$ cat src/rtl/fbi_pkg.sv
package fbi_pkg;
  typedef enum logic [1:0] {
    PWR_OFF    = 2'b00,
    PWR_NORM   = 2'b01,
    PWR_UNLOCK = 2'b10,
    PWR_RSVD   = 2'b11
  } pwr_lvl_e;

  typedef enum logic {ST_READ, ST_SETUP} cmd_st_e;

  localparam logic [7:0] CMD_PROG_SETUP = 8'h40;
  localparam logic [7:0] CMD_CLR_ERR    = 8'h50;
endpackage

$ cat src/rtl/fbi_wr_capture.sv
module fbi_wr_capture #(
  parameter int AW = 5
) (
  input  logic          clk,
  input  logic          rst_n,
  input  logic          ce_n,
  input  logic          we_n,
  input  logic          pd,
  input  logic          word_mode,
  input  logic [AW-1:0] addr,
  input  logic [15:0]   dq_in,
  output logic          cap_valid,
  output logic [AW-1:0] cap_addr,
  output logic [1:0]    cap_lanes,
  output logic [15:0]   cap_data
);
  logic we_n_q;
  logic we_rise;

  assign we_rise = !we_n_q && we_n && !ce_n && !pd;

  always_ff @(posedge clk) begin
    if (!rst_n) begin
      we_n_q    <= 1'b1;
      cap_valid <= 1'b0;
      cap_addr  <= '0;
      cap_lanes <= '0;
      cap_data  <= '0;
    end else begin
      we_n_q    <= we_n;
      cap_valid <= we_rise;
      if (we_rise) begin
        cap_addr <= addr;
        if (word_mode) begin
          cap_lanes <= 2'b11;
          cap_data  <= dq_in;
        end else begin
          cap_lanes <= dq_in[15] ? 2'b10 : 2'b01;
          cap_data  <= {dq_in[7:0], dq_in[7:0]};
        end
      end
    end
  end

  a_r5_single_pulse: assert property (@(posedge clk) disable iff (!rst_n)
    cap_valid |=> !cap_valid);
  a_r9_no_capture_off: assert property (@(posedge clk) disable iff (!rst_n)
    pd |=> !cap_valid);
endmodule

$ cat src/rtl/fbi_cmd_stub.sv
module fbi_cmd_stub
  import fbi_pkg::*;
#(
  parameter int AW      = 5,
  parameter int BOOT_LO = 28,
  parameter int BOOT_HI = 31
) (
  input  logic          clk,
  input  logic          rst_n,
  input  logic          pd,
  input  logic          unlock,
  input  logic          cap_valid,
  input  logic [AW-1:0] cap_addr,
  input  logic [1:0]    cap_lanes,
  input  logic [15:0]   cap_data,
  output logic [1:0]    mem_we,
  output logic [AW-1:0] mem_addr,
  output logic [15:0]   mem_wdata,
  output logic          prot_err
);
  localparam logic [AW-1:0] B_LO = AW'(BOOT_LO);
  localparam logic [AW-1:0] B_HI = AW'(BOOT_HI);

  cmd_st_e st;
  logic    boot_hit;
  logic    blocked;
  logic    do_prog;

  assign boot_hit  = (cap_addr >= B_LO) && (cap_addr <= B_HI);
  assign blocked   = boot_hit && !unlock;
  assign do_prog   = cap_valid && (st == ST_SETUP) && !pd;
  assign mem_we    = (do_prog && !blocked) ? cap_lanes : 2'b00;
  assign mem_addr  = cap_addr;
  assign mem_wdata = cap_data;

  always_ff @(posedge clk) begin
    if (!rst_n || pd) begin
      st       <= ST_READ;
      prot_err <= 1'b0;
    end else if (cap_valid) begin
      case (st)
        ST_SETUP: begin
          st <= ST_READ;
          if (blocked) prot_err <= 1'b1;
        end
        default: begin
          if (cap_data[7:0] == CMD_PROG_SETUP) st <= ST_SETUP;
          else if (cap_data[7:0] == CMD_CLR_ERR) prot_err <= 1'b0;
        end
      endcase
    end
  end

  a_r8_err_source: assert property (@(posedge clk) disable iff (!rst_n)
    $rose(prot_err) |-> ($past(cap_valid) && !$past(unlock)));
  a_r7_setup_by_cmd: assert property (@(posedge clk) disable iff (!rst_n)
    $rose(st == ST_SETUP) |-> $past(cap_valid && cap_data[7:0] == CMD_PROG_SETUP));
endmodule

$ cat src/rtl/fbi_read_path.sv
module fbi_read_path #(
  parameter int          AW     = 5,
  parameter logic [15:0] MFR_ID = 16'h0089,
  parameter logic [15:0] DEV_ID = 16'h2275
) (
  input  logic          clk,
  input  logic          rst_n,
  input  logic          ce_n,
  input  logic          oe_n,
  input  logic          pd,
  input  logic          word_mode,
  input  logic          sig_hv,
  input  logic [AW-1:0] addr,
  input  logic          dq_hi_in,
  input  logic [15:0]   arr_word,
  output logic [15:0]   dq_out,
  output logic [15:0]   dq_oe
);
  logic        rd_en;
  logic [15:0] src_word;
  logic [15:0] nxt_data;

  assign rd_en = !ce_n && !oe_n && !pd;

  always_comb begin
    if (sig_hv) src_word = addr[0] ? DEV_ID : MFR_ID;
    else        src_word = arr_word;
    if (word_mode)               nxt_data = src_word;
    else if (sig_hv || !dq_hi_in) nxt_data = {8'h00, src_word[7:0]};
    else                         nxt_data = {8'h00, src_word[15:8]};
  end

  always_ff @(posedge clk) begin
    if (!rst_n) begin
      dq_out <= '0;
      dq_oe  <= '0;
    end else if (rd_en) begin
      dq_out <= nxt_data;
      dq_oe  <= word_mode ? 16'hFFFF : 16'h00FF;
    end else begin
      dq_oe  <= '0;
    end
  end

  a_r1_float: assert property (@(posedge clk) disable iff (!rst_n)
    (ce_n || oe_n || pd) |=> (dq_oe == 16'h0000));
  a_r3_low_lanes: assert property (@(posedge clk) disable iff (!rst_n)
    (rd_en && !word_mode) |=> (dq_oe == 16'h00FF));
endmodule

$ cat src/rtl/fbi_flash_bus.sv
module fbi_flash_bus
  import fbi_pkg::*;
#(
  parameter int          AW      = 5,
  parameter int          BOOT_LO = 28,
  parameter int          BOOT_HI = 31,
  parameter logic [15:0] MFR_ID  = 16'h0089,
  parameter logic [15:0] DEV_ID  = 16'h2275
) (
  input  logic          clk,
  input  logic          rst_n,
  input  logic          ce_n,
  input  logic          oe_n,
  input  logic          we_n,
  input  logic          word_mode,
  input  logic [1:0]    pwr_lvl,
  input  logic          sig_hv,
  input  logic [AW-1:0] addr,
  input  logic [15:0]   dq_in,
  output logic [15:0]   dq_out,
  output logic [15:0]   dq_oe,
  output logic          prot_err
);
  localparam int DEPTH = 1 << AW;

  pwr_lvl_e      lvl;
  logic          pd;
  logic          unlock;
  logic          cap_valid;
  logic [AW-1:0] cap_addr;
  logic [1:0]    cap_lanes;
  logic [15:0]   cap_data;
  logic [1:0]    mem_we;
  logic [AW-1:0] mem_addr;
  logic [15:0]   mem_wdata;
  logic [7:0]    lane_rd [2];
  logic [15:0]   arr_word;

  assign lvl    = pwr_lvl_e'(pwr_lvl);
  assign pd     = (lvl == PWR_OFF);
  assign unlock = (lvl == PWR_UNLOCK);

  fbi_wr_capture #(.AW(AW)) u_cap (
    .clk(clk), .rst_n(rst_n), .ce_n(ce_n), .we_n(we_n), .pd(pd),
    .word_mode(word_mode), .addr(addr), .dq_in(dq_in),
    .cap_valid(cap_valid), .cap_addr(cap_addr), .cap_lanes(cap_lanes),
    .cap_data(cap_data)
  );

  fbi_cmd_stub #(.AW(AW), .BOOT_LO(BOOT_LO), .BOOT_HI(BOOT_HI)) u_cmd (
    .clk(clk), .rst_n(rst_n), .pd(pd), .unlock(unlock),
    .cap_valid(cap_valid), .cap_addr(cap_addr), .cap_lanes(cap_lanes),
    .cap_data(cap_data), .mem_we(mem_we), .mem_addr(mem_addr),
    .mem_wdata(mem_wdata), .prot_err(prot_err)
  );

  for (genvar g = 0; g < 2; g++) begin : g_lane
    logic [7:0] lane_mem [DEPTH];
    always_ff @(posedge clk) begin
      if (mem_we[g]) lane_mem[mem_addr] <= mem_wdata[g*8 +: 8];
    end
    assign lane_rd[g] = lane_mem[addr];
  end

  assign arr_word = {lane_rd[1], lane_rd[0]};

  fbi_read_path #(.AW(AW), .MFR_ID(MFR_ID), .DEV_ID(DEV_ID)) u_rd (
    .clk(clk), .rst_n(rst_n), .ce_n(ce_n), .oe_n(oe_n), .pd(pd),
    .word_mode(word_mode), .sig_hv(sig_hv), .addr(addr),
    .dq_hi_in(dq_in[15]), .arr_word(arr_word),
    .dq_out(dq_out), .dq_oe(dq_oe)
  );
endmodule

$ cat config.mk
export PLATFORM = sky130hd
export DESIGN_NAME = fbi_flash_bus
export DESIGN_NICKNAME = d
export VERILOG_FILES = /design/src/rtl/fbi_pkg.sv /design/src/rtl/fbi_wr_capture.sv /design/src/rtl/fbi_cmd_stub.sv /design/src/rtl/fbi_read_path.sv /design/src/rtl/fbi_flash_bus.sv
export SDC_FILE = /design/constraint.sdc
export NUM_CORES = 1
export LEC_CHECK = 0
export ABC_AREA = 0
export BUFFER_PORTS_ARGS = -buffer_cell sky130_fd_sc_hd__buf_4
export CORE_MARGIN = 5
export CORE_UTILIZATION = 25
export DETAILED_ROUTE_END_ITERATION = 10
export GPL_ROUTABILITY_DRIVEN = 0
export PLACE_DENSITY_LB_ADDON = 0.05
export SYNTH_ARGS = -nofsm -noshare
export SYNTH_HDL_FRONTEND = slang
export SYNTH_SLANG_ARGS = --single-unit
$ cat constraint.sdc
create_clock -name clk -period 3 [get_ports clk]
set_input_delay 0 -clock clk [delete_from_list [all_inputs] [get_ports clk]]
set_output_delay 0 -clock clk [all_outputs]
set_load 0.05 [all_outputs]
Word-level counts from Yosys, hierarchy flattened
Memory sizes are Yosys's and may differ from the RTL's.
Cells that the tools add are included.
Widths: inputs -> output; s select.
{"block": "word_totals", "mem_bits_rw": 512, "elab_cells": 61, "out_inout_bits": 33, "input_bits": 30, "reg_bits": 59, "n_memories": 2}
{"block": "classes", "reduce_logical": 24, "magnitude_cmp": 2, "n_eq_ne": 5, "muxes": 19}
{"memory": "g_lane[0].lane_mem", "depth": 32, "word_bits": 8, "read_ports": 1, "rd_clocked_by_memory_dff": 0, "wr": 1, "line_no": "fbi_flash_bus.sv:58", "text": "logic [7:0] lane_mem [DEPTH];"}
{"memory": "g_lane[1].lane_mem", "depth": 32, "word_bits": 8, "read_ports": 1, "rd_clocked_by_memory_dff": 0, "wr": 1, "line_no": "fbi_flash_bus.sv:58"}
{"cell": "$mux 16", "count": 4}
{"cell": "$eq 8x7->1 const B", "count": 2}
{"cell": "$mux 14", "count": 1}
{"cell": "$logic_and 1x1->1", "count": 10}
{"cell": "$mux 1", "count": 10}
{"cell": "$logic_not 1->1", "count": 8}
{"cell": "$mux 8", "count": 1}
{"cell": "$mux 2", "count": 3}
{"cell": "$ge 5x5->1 const B", "count": 1}
{"cell": "$le 5x5->1 const B", "count": 1}
{"cell": "$reduce_and 4->1", "count": 1}
{"cell": "$eq 2x2->1 const B", "count": 1}
{"cell": "$logic_not 2->1", "count": 1}
{"cell": "$logic_or 1x1->1", "count": 2}
{"cell": "$ne 2x1->1 const B", "count": 1}
{"cell": "$ne 2x2->1 const B", "count": 1}
{"cell": "$reduce_and 2->1", "count": 1}
{"cell": "$reduce_bool 2->1", "count": 1}

Depth between registers and ports, before layout
Gate-level depths: netlist of run 1.
{"block": "depth", "word_depth": 8, "depth_mapped": 9, "mapped_depth_nobuf": 5}

By module
Synthesis of run 1 repeated with hierarchy kept, for this count alone.
{"block": "unflattened", "cells_unflattened": 1424, "hier_area_um2": 22649.2}
{"mod": "fbi_flash_bus", "area_each_um2": 20397.1, "seq_area_each_um2": 15374.7, "cells_each": 1174, "instances": 1}
{"mod": "fbi_wr_capture", "area_each_um2": 1009.7, "seq_area_each_um2": 500.5, "cells_each": 105, "instances": 1}
{"mod": "fbi_read_path", "area_each_um2": 934.6, "seq_area_each_um2": 360.3, "cells_each": 107, "instances": 1}
{"mod": "fbi_cmd_stub", "area_each_um2": 307.8, "seq_area_each_um2": 40.0, "cells_each": 38, "instances": 1}

Worst setup path before layout of run 1
No wires, ideal clock.
{"block": "synth_timing", "path_type": "register to register", "from": "register u_cap.cap_addr[3]", "to": "memory g_lane[0].lane_mem[15][0] (enable)", "path_buffers": 1, "path_slack_ns": 0.907, "period_less_slack_ns": 2.093, "t_required_ns": 2.630, "setup_ns": 0.370, "arrival_time_ns": 1.722, "path_stages_with_launch": 7, "path_cell_list": "dfxtp_1 > clkbuf_1 > and3_1 > a211oi_1 > and2_1 > nand3_1 > nor2_1"}
{"block": "synth_via", "elab_chain_len": 8, "word_cells_on_any_way": 9, "cone_classes": "2 x order compare; 3 x mux; 4 x reduce/logical"}
{"item": "from (decl)", "line_no": "fbi_wr_capture.sv:13", "text": "output logic [AW-1:0] cap_addr,"}
{"item": "from (signal assigned)", "line_no": "fbi_wr_capture.sv:33", "text": "cap_addr <= addr;"}
{"item": "$ge 5x5->1 or $le 5x5->1 (tied branches)", "line_no": "fbi_cmd_stub.sv:29", "text": "assign boot_hit = (cap_addr >= B_LO) && (cap_addr <= B_HI);"}
{"item": "$logic_and 1x1->1", "line_no": "fbi_cmd_stub.sv:29"}
{"item": "$logic_and 1x1->1", "line_no": "fbi_cmd_stub.sv:30", "text": "assign blocked = boot_hit && !unlock;"}
{"item": "$logic_not 1->1", "line_no": "fbi_cmd_stub.sv:32", "text": "assign mem_we = (do_prog && !blocked) ? cap_lanes : 2'b00;"}
{"item": "$logic_and 1x1->1", "line_no": "fbi_cmd_stub.sv:32"}
{"item": "$mux 2", "line_no": "fbi_cmd_stub.sv:32"}
{"item": "$mux 1", "line_no": "fbi_flash_bus.sv:60", "text": "if (mem_we[g]) lane_mem[mem_addr] <= mem_wdata[g*8 +: 8];"}
{"item": "$mux 1 (not written as such)", "line_no": "fbi_flash_bus.sv:60"}
{"item": "to (decl)", "line_no": "fbi_flash_bus.sv:58"}
Parallel ways exist; a longest one is shown, timed or not.

Worst setup path in the final report of run 1
{"block": "layout_timing", "from": "memory g_lane[1].lane_mem[11][0]", "to": "register u_rd.dq_out[0]"}
{"block": "layout_via", "elab_chain_len": 4}
{"item": "from (decl)", "line_no": "fbi_flash_bus.sv:58"}
{"item": "$mem_v2 32x8"}
{"item": "$mux 16", "line_no": "fbi_read_path.sv:26", "text": "if (sig_hv) src_word = addr[0] ? DEV_ID : MFR_ID;"}
{"item": "$mux 8", "line_no": "fbi_read_path.sv:29", "text": "else if (sig_hv || !dq_hi_in) nxt_data = {8'h00, src_word[7:0]};"}
{"item": "$mux 16", "line_no": "fbi_read_path.sv:28", "text": "if (word_mode) nxt_data = src_word;"}
{"item": "to (signal assigned)", "line_no": "fbi_read_path.sv:38", "text": "dq_out <= nxt_data;"}
{"item": "to (decl)", "line_no": "fbi_read_path.sv:16", "text": "output logic [15:0] dq_out,"}
Every way passes these cells.
A chain may end at the register's enable or synchronous reset.

==> results.sh, run 1 <==
export IMPL_finalCoreUtilization=0.309
export IMPL_clock_sinks=557
export IMPL_dr_pass1_iters=5
export IMPL_status="finished, final reports clean"
export IMPL_syn2layout_area_growth_pct=22.7
export IMPL_netlist_area_um2=21800
export IMPL_arrival_ns=3.27
export IMPL_dp_cells=2383
export IMPL_antenna_found_initial=7
export IMPL_layout_common_cells="edfxtp_1 (512), buf_4 (173), mux4_2 (132)"
export IMPL_min_period_ns=2.79
export IMPL_synth_enable_flop_cells=512
export IMPL_place_area_um2=24300
export IMPL_synth_ff_type="edfxtp_1"
export IMPL_hold_worst_slack_ns=0.0820
export IMPL_async_reset_ff_frac=0
export IMPL_crit_required_ns=3.48
export IMPL_crit_start="g_lane[1].lane_mem[11][0]"
export IMPL_die_area_um2=93300
export IMPL_antenna_left=0
export IMPL_final_hold_viol_count=0
export IMPL_viasPerCell=4.45
export IMPL_core_region_area_um2=86800
export IMPL_die_h_um=305
export IMPL_yosys_warnings=0
export IMPL_setup_violations=0
export IMPL_instances_no_fill=2543
export IMPL_ctsResizeCount=0
export IMPL_rsz0062_at_grt="false"
export IMPL_root_buffer="clkbuf_16"
export IMPL_insertion_delay_ns=0.60
export IMPL_max_freq_mhz=358
export IMPL_synth_nets=1152
export IMPL_finalCritPeriodShare=0.930
export IMPL_maxCapViolations=0
export IMPL_grt_pass1_vias=12122
export IMPL_synthCells=1122
export IMPL_synth_seq_area_share=0.746
export IMPL_wire_per_inst_um=25.5
export IMPL_p_leak_nw=9.34
export IMPL_cts_max_path_buffers=3
export IMPL_total_power_mw=17.0
export IMPL_clkSlewWorstSetupHoldPaths_ns=0.06
export IMPL_ioPinCount=63
export IMPL_path_max_fanout=2
export IMPL_detailedPlace_worstSlack_ns=0.403
export IMPL_startpoint_type="flop"
export IMPL_setup_slack_ns=0.210
export IMPL_grt_total_usage=0.138
export IMPL_start_util=0.252
export IMPL_wirelength_um=64900
export IMPL_design_area_um2=26800
export IMPL_via_count=11311
export IMPL_htreeDepth=3
export IMPL_port_buffers=62
export IMPL_numCtsBuffers=67
export IMPL_max_slew_margin=0.397
export IMPL_syn_area_per_cell_um2=19.4
export IMPL_worst_setup_path_type="reg -> reg"
export IMPL_drive_gt1_frac=0.299
export IMPL_n_fill_cell=8555
export IMPL_slew_viol_final=0
export IMPL_grt_start_max_net_pins=35
export IMPL_ys_seq_elements=557
export IMPL_rows=108
export IMPL_grt_pass1_wl_um=93000
export IMPL_drc=0
export IMPL_fin_skew_ns=0.0256
export IMPL_min_path_type="in -> reg"
export IMPL_cts_tree="done"
export IMPL_nNetsFinal=1362
export IMPL_overflow=0
export IMPL_final_common_cell="edfxtp_1"
export IMPL_worst_setup_path_end_kind="flop"
export IMPL_dp_final_hpwl_um=42400
export IMPL_r2r_start="g_lane[1].lane_mem[11][0]"
export IMPL_synth_distinct_cells=45
export IMPL_tightest_slew_ns=0.900
export IMPL_vdd_drop_max_mv=0.364
export IMPL_die_x_um=305
export IMPL_p_per_area_nw_per_um2=636
export IMPL_hp_start="addr[0]"
export IMPL_drt_iter0_drc=720
export IMPL_finalSetupTns_ns=0
## final timing paths
kind         slack (ns)            endpoint  cells past startpoint
min reg2reg        0.50  u_cap.cap_lanes[1]                      2
max reg2reg        0.21      u_rd.dq_out[0]                      6
min                0.08   u_cap.cap_addr[0]                      4
max                0.21      u_rd.dq_out[0]                      6
## cells in the mapped netlist, types with 2 or more instances
master,instances,area [um2]
nor2_1,91,342
and2_1,5,31.3
mux2i_1,56,561
nand3_1,6,30.0
o221ai_1,3,26.3
buf_2,16,80.1
inv_1,3,11.3
mux2_2,4,45.0
a32o_1,3,30.0
a221oi_1,3,26.3
or3b_2,3,26.3
a2111o_1,2,22.5
nand2b_1,2,12.5
nor3_1,9,45.0
buf_4,29,218
a211oi_1,14,105
edfxtp_1,512,15400
o21ai_0,10,50.1
buf_6,3,33.8
a22oi_1,8,60.1
a221o_1,3,30.0
nand2_1,56,210
clkbuf_1,26,97.6
nor4b_1,2,17.5
a31oi_1,9,56.3
nor2b_1,9,56.3
or3_1,3,18.8
a21boi_0,2,15.0
dfxtp_1,45,901
a2111oi_0,3,26.3
a21oi_1,23,115
buf_1,4,15.0
nand3b_1,4,30.0
nor4_1,2,12.5
mux4_2,132,2970
and3_1,5,31.3
a21o_1,4,30.0
## state kept, by name, indices dropped and copies added (netlist names)
register and count:
u_rd.dq_out 16, g_lane.lane_mem 512, u_cap.cap_data 16, u_cap.cap_valid 1, u_cap.cap_addr 5, u_rd.dq_oe 2, u_cmd.st 1, u_cmd.prot_err 1
u_cap.cap_lanes 2, u_cap.we_n_q 1
## what timing repair did
item	4_1_cts	5_1_grt
hold buffers	35	0
buffers inserted	0	0
endpoints found under the hold margin	45	0
## layout make-up
class / count / area (um2) / share of cell area
multi-input combinational: 483 / 5090 / 0.190
clock buffer: 87 / 1810 / 0.0678
antenna: 2 / 5.00 / 0.000187
sequential: 557 / 16300 / 0.608
clock inverter: 36 / 274 / 0.0102
inverter: 4 / 15.0 / 0.000561
timing repair buffer: 219 / 1850 / 0.0692
tap: 1155 / 1450 / 0.0540
## per-layer routing
| layer | track usage | vias up | wire length (um) |
|---|---|---|---|
| li1 | - | 4981 | - |
| met1 | 0.196 | 6016 | 30600 |
| met2 | 0.218 | 214 | 30100 |
| met3 | 0.0260 | 96 | 2400 |
| met4 | 0.0392 | 4 | 1660 |
| met5 | 0 | - | 24 |
## worst max-delay path, cell delays in order (launching register included)
cell	delay (ns)
edfxtp_1	0.38
mux4_2	0.52
mux4_2	0.53
mux2i_1	0.30
o211ai_1	0.16
o221a_1	0.23
dlygate4sd3_1	0.55
## power breakdown
group	internal, mW	switching [mW]
clock network	4.54	3.21
registers	8.42	0.0252
logic	0.342	0.495
total	13.3	3.73
## cells by family (layout without fill, tap and decap cells)
family                 count (synthesis)  in the layout  synth area share
flip-flops                           557            557             0.746
other                                  0              2                 0
multiplexers                         192            192             0.164
AO/OA/AOI/OAI                         91             91            0.0286
buffers and inverters                 82            346            0.0210
AND/OR/NAND/NOR                      200            200            0.0406
No activity file was read; power rests on OpenSTA's default activity.
==> run 2: changes to the inputs <==
CORE_ASPECT_RATIO = 0.6   (was default)
CORE_UTILIZATION = 53   (was 25)
==> run 2 against run 1 <==
Compared with the run above: register-to-register slack better by 0.11 ns; critical endpoint unchanged; largest power group unchanged; fmax is 2.4% lower; clock skew is 0.0031 ns lower.
==> results.sh, run 2 (synthesis results as in run 1) <==
export IMPL_die_x_um=272
export IMPL_p_per_area_nw_per_um2=629
export IMPL_grt_pass1_wl_um=77900
export IMPL_clkSlewWorstSetupHoldPaths_ns=0.07
export IMPL_layout_common_cells="edfxtp_1 (512), buf_4 (162), mux4_2 (132)"
export IMPL_dr_pass1_iters=5
export IMPL_arrival_ns=3.32
export IMPL_rsz0062_at_grt="false"
export IMPL_largest_register="g_lane.lane_mem"
export IMPL_min_period_ns=2.86
export IMPL_largestRegisters="g_lane.lane_mem: 512 flops, u_cap.cap_data: 16 flops, u_rd.dq_out: 16 flops"
export IMPL_fin_skew_ns=0.0224
export IMPL_wirelength_um=53100
export IMPL_antenna_left=0
export IMPL_nNetsFinal=1329
export IMPL_core_region_area_um2=40600
export IMPL_hold_worst_slack_ns=0.137
export IMPL_grt_start_max_net_pins=35
export IMPL_insertion_delay_ns=0.58
export IMPL_clock_sinks=557
export IMPL_wire_per_inst_um=28.4
export IMPL_dp_cells=1744
export IMPL_die_h_um=167
export IMPL_finalCritPeriodShare=0.953
export IMPL_slew_viol_final=0
export IMPL_min_path_type="in -> reg"
export IMPL_cts_max_path_buffers=3
export IMPL_root_buffer="clkbuf_16"
export IMPL_path_max_fanout=18
export IMPL_ioPinCount=63
export IMPL_dp_final_hpwl_um=34600
export IMPL_via_count=11347
export IMPL_overflow=0
export IMPL_start_util=0.538
export IMPL_ctsResizeCount=0
export IMPL_final_hold_viol_count=0
export IMPL_grt_total_usage=0.235
export IMPL_drive_gt1_frac=0.288
export IMPL_worst_setup_path_end_kind="flop"
export IMPL_viasPerCell=6.06
export IMPL_instances_no_fill=1871
export IMPL_rows=57
export IMPL_p_leak_nw=9.09
export IMPL_largest_reg_flops=512
export IMPL_htreeDepth=2
export IMPL_antenna_found_initial=2
export IMPL_drt_iter0_drc=1261
export IMPL_final_common_cell="edfxtp_1"
export IMPL_numCtsBuffers=50
export IMPL_syn2layout_area_growth_pct=16.8
export IMPL_worst_setup_path_type="in -> reg"
export IMPL_status="finished, final reports clean"
export IMPL_grt_pass1_vias=11145
export IMPL_setup_violations=0
export IMPL_vdd_drop_max_mv=0.492
export IMPL_port_buffers=62
export IMPL_antenna_cells=0
export IMPL_tightest_slew_ns=1.21
export IMPL_die_area_um2=45500
export IMPL_cts_tree="done"
export IMPL_finalSetupTns_ns=0
export IMPL_max_slew_margin=0.194
export IMPL_crit_required_ns=3.46
export IMPL_maxCapViolations=0
export IMPL_drc=0
export IMPL_startpoint_type="input pin"
export IMPL_max_freq_mhz=350
[run 2: cell count changes in the layout (fill, tap and decap cells not counted), moves of 4 or more]
cell and delta:
clkbuf_16 -15, clkinv_1 -12, buf_4 -11, clkbuf_1 -5
clkbuf_8 +5, buf_12 -4, bufinv_16 +4
[run 2: path summary, 6_finish.rpt]
| path | start | to | slack [ns] | depth (start not counted) |
|---|---|---|---|---|
| max | addr[0] | u_rd.dq_out[0] | 0.14 | 9 |
| max reg2reg | g_lane[1].lane_mem[28][0] | u_rd.dq_out[0] | 0.32 | 6 |
| min reg2reg | u_rd.dq_out[1] | u_rd.dq_out[1] | 0.46 | 2 |
| min | addr[1] | u_cap.cap_addr[1] | 0.14 | 4 |
[run 2: where the power goes]
group          switching (mW)  total [mW]  internal [mW]
registers              0.0180        8.43           8.41
logic                   0.455       0.790          0.334
clock network            2.77        6.82           4.05
[run 2: metrics by stage]
step | util | area [um2] | power, mW | worst slack, ns
CTS | 0.628 | 25500 | 16.1 | 0.198
global placement | 0.576 | 23400 | 9.34 | 0.506
floorplan | - | 21800 | 9.09 | 0.907
global route | 0.628 | 25500 | 16.6 | 0.0879
finish | 0.628 | 25500 | 16.0 | 0.141
detailed placement | 0.576 | 23400 | 9.35 | 0.469
[run 2: cell type report]
class,instances,area (um2)
sequential,557,16300
fill,2796,15100
multi-input combinational,483,5090
timing repair buffer,203,1680
clock buffer,72,1490
tap,531,664
clock inverter,21,277
inverter,4,15.0
[run 2: what timing repair did]
item | 4_1_cts | 5_1_grt
hold buffers | 34 | 0
endpoints found under the hold margin | 39 | 0
buffers inserted | 0 | 0
[run 2: layer usage]
metal | vias to the layer above | global-route usage | share of wire | routed length [um]
met2 | 524 | 0.306 | 0.41 | 21500
met5 | - | 0 | 0 | 0
met1 | 5874 | 0.395 | 0.47 | 24800
li1 | 4889 | - | - | -
met4 | 0 | 0.0498 | 0.020 | 1060
met3 | 60 | 0.0654 | 0.11 | 5750
[run 2: worst max-delay path, stage by stage]
cell and delay, ns:
dlygate4sd3_1 0.54, buf_6 0.28, buf_12 0.23, buf_4 0.20
mux4_2 0.58, a2111oi_0 0.47, nor4_1 0.16, o221a_1 0.27
dlygate4sd3_1 0.56
==> run 3: changes to the inputs <==
CORE_MARGIN = 4   (was 5)
==> run 3 against run 2 <==
Compared with the run above: global-route usage up 0.84 points; worst hold slack worse by 0.042 ns; fmax up 7.8%; non-clock buffer count up 3; flip-flop and latch count unchanged; die area down 1.9%; clock-buffer cell count down 11; register-to-register slack better by 0.03 ns; highest routed layer unchanged; first-iteration DRC count up 20%; clock skew down 0.0021 ns; combinational power up 1%.
==> results.sh, run 3 (synthesis results as in run 1) <==
export IMPL_largest_reg_flops=512
export IMPL_drc=0
export IMPL_setup_violations=0
export IMPL_die_h_um=165
export IMPL_vdd_drop_max_mv=0.521
export IMPL_slew_viol_final=0
export IMPL_cts_tree="done"
export IMPL_ctsResizeCount=0
export IMPL_max_stage_delay_ns=0.76
export IMPL_antenna_cells=0
export IMPL_ioPinCount=63
export IMPL_max_freq_mhz=377
export IMPL_numCtsBuffers=49
export IMPL_grt_pass1_vias=11087
export IMPL_clkSlewWorstSetupHoldPaths_ns=0.07
export IMPL_final_hold_viol_count=0
export IMPL_largest_register="g_lane.lane_mem"
export IMPL_total_power_mw=15.4
export IMPL_maxCapViolations=0
export IMPL_core_region_area_um2=40600
export IMPL_drt_iter0_drc=1512
export IMPL_status="finished, final reports clean"
export IMPL_largestRegisters="g_lane.lane_mem: 512 flops, u_cap.cap_data: 16 flops, u_rd.dq_out: 16 flops"
export IMPL_start_util=0.538
export IMPL_n_fill_cell=2863
export IMPL_syn2layout_area_growth_pct=16.0
export IMPL_p_per_area_nw_per_um2=609
export IMPL_port_buffers=62
export IMPL_ctsHoldBuffers=38
export IMPL_worst_setup_path_type="reg -> reg"
export IMPL_path_max_fanout=10
export IMPL_finalSetupTns_ns=0
export IMPL_htreeDepth=2
export IMPL_die_area_um2=44600
export IMPL_finalCritPeriodShare=0.884
export IMPL_crit_required_ns=3.20
export IMPL_viasPerCell=6.15
export IMPL_wire_per_inst_um=28.5
export IMPL_finalCoreUtilization=0.624
export IMPL_grt_total_usage=0.243
export IMPL_overflow=0
export IMPL_root_buffer="clkbuf_16"
export IMPL_min_period_ns=2.65
export IMPL_post_cts_buffers=0
export IMPL_min_path_type="in -> reg"
export IMPL_design_area_um2=25300
export IMPL_layout_common_cells="edfxtp_1 (512), buf_4 (162), mux4_2 (132)"
export IMPL_dr_pass1_iters=7
export IMPL_fin_skew_ns=0.0204
export IMPL_cp_cell_sequence="and3_1, a211oi_1, and2_1, nand2_1, nor2_1"
export IMPL_startpoint_type="flop"
export IMPL_dp_final_hpwl_um=35200
export IMPL_max_slew_margin=0.398
export IMPL_drive_gt1_frac=0.285
export IMPL_arrival_ns=2.85
export IMPL_antenna_left=0
export IMPL_wirelength_um=53400
export IMPL_via_count=11516
export IMPL_insertion_delay_ns=0.58
export IMPL_final_common_cell="edfxtp_1"
export IMPL_hold_worst_slack_ns=0.0952
export IMPL_die_x_um=270
export IMPL_tightest_slew_ns=0.900
export IMPL_multi_input_comb_area_um2=5090
export IMPL_place_area_um2=23400
export IMPL_p_leak_nw=8.97
export IMPL_cts_max_path_buffers=3
export IMPL_clock_sinks=557
export IMPL_worst_setup_path_end_kind="flop"
export IMPL_rsz0062_at_grt="false"
export IMPL_slowest_stage="nor2_1"
export IMPL_rows=57
export IMPL_antenna_found_initial=1
export IMPL_grt_pass1_wl_um=78300
export IMPL_seqCellArea_um2=16300
export IMPL_nNetsFinal=1331
export IMPL_grt_start_max_net_pins=45
## run 3: cell type report
class,instances,area share
sequential,557,0.643
multi-input combinational,483,0.201
timing repair buffer,206,0.0671
clock buffer,61,0.0527
tap,531,0.0262
clock inverter,29,0.00969
inverter,4,0.000593
## run 3: worst paths after layout
kind                     startpoint                         to  slack [ns]  cells after the start
setup reg to reg  u_cap.cap_addr[3]  g_lane[1].lane_mem[29][2]        0.35                      5
hold / removal              addr[0]          u_cap.cap_addr[0]         0.1                      4
hold reg to reg      u_rd.dq_out[1]             u_rd.dq_out[1]        0.46                      2
setup / recovery  u_cap.cap_addr[3]  g_lane[1].lane_mem[29][2]        0.35                      5
## run 3: routing by layer
layer | global-route usage | share of wire | vias up | wire length, um
li1 | - | - | 4889 | -
met4 | 0.0418 | 0.014 | 0 | 748
met5 | 0 | 0 | - | 0
met2 | 0.330 | 0.41 | 531 | 21800
met3 | 0.0487 | 0.095 | 60 | 5040
met1 | 0.412 | 0.48 | 6036 | 25800
## run 3: power breakdown
group,internal (mW),switching [mW]
clock,3.43,2.77
combinational,0.341,0.459
sequential,8.41,0.0177
total,12.2,3.24
## run 3: metrics by stage
stage | instances | setup slack [ns]
after global placement | 1743 | 0.396
after CTS | 1871 | 0.333
after floorplan | 1122 | 0.907
final | 1871 | 0.348
after detailed placement | 1743 | 0.338
after global routing | 1871 | 0.134
## run 3: critical path: cells and delay by family (launching register included)
| family | cells | cell delay [ns] |
|---|---|---|
| and+or+nand+nor | 4 | 1.53 |
| DFF | 1 | 0.40 |
| AOI/OAI and AO/OA | 1 | 0.34 |
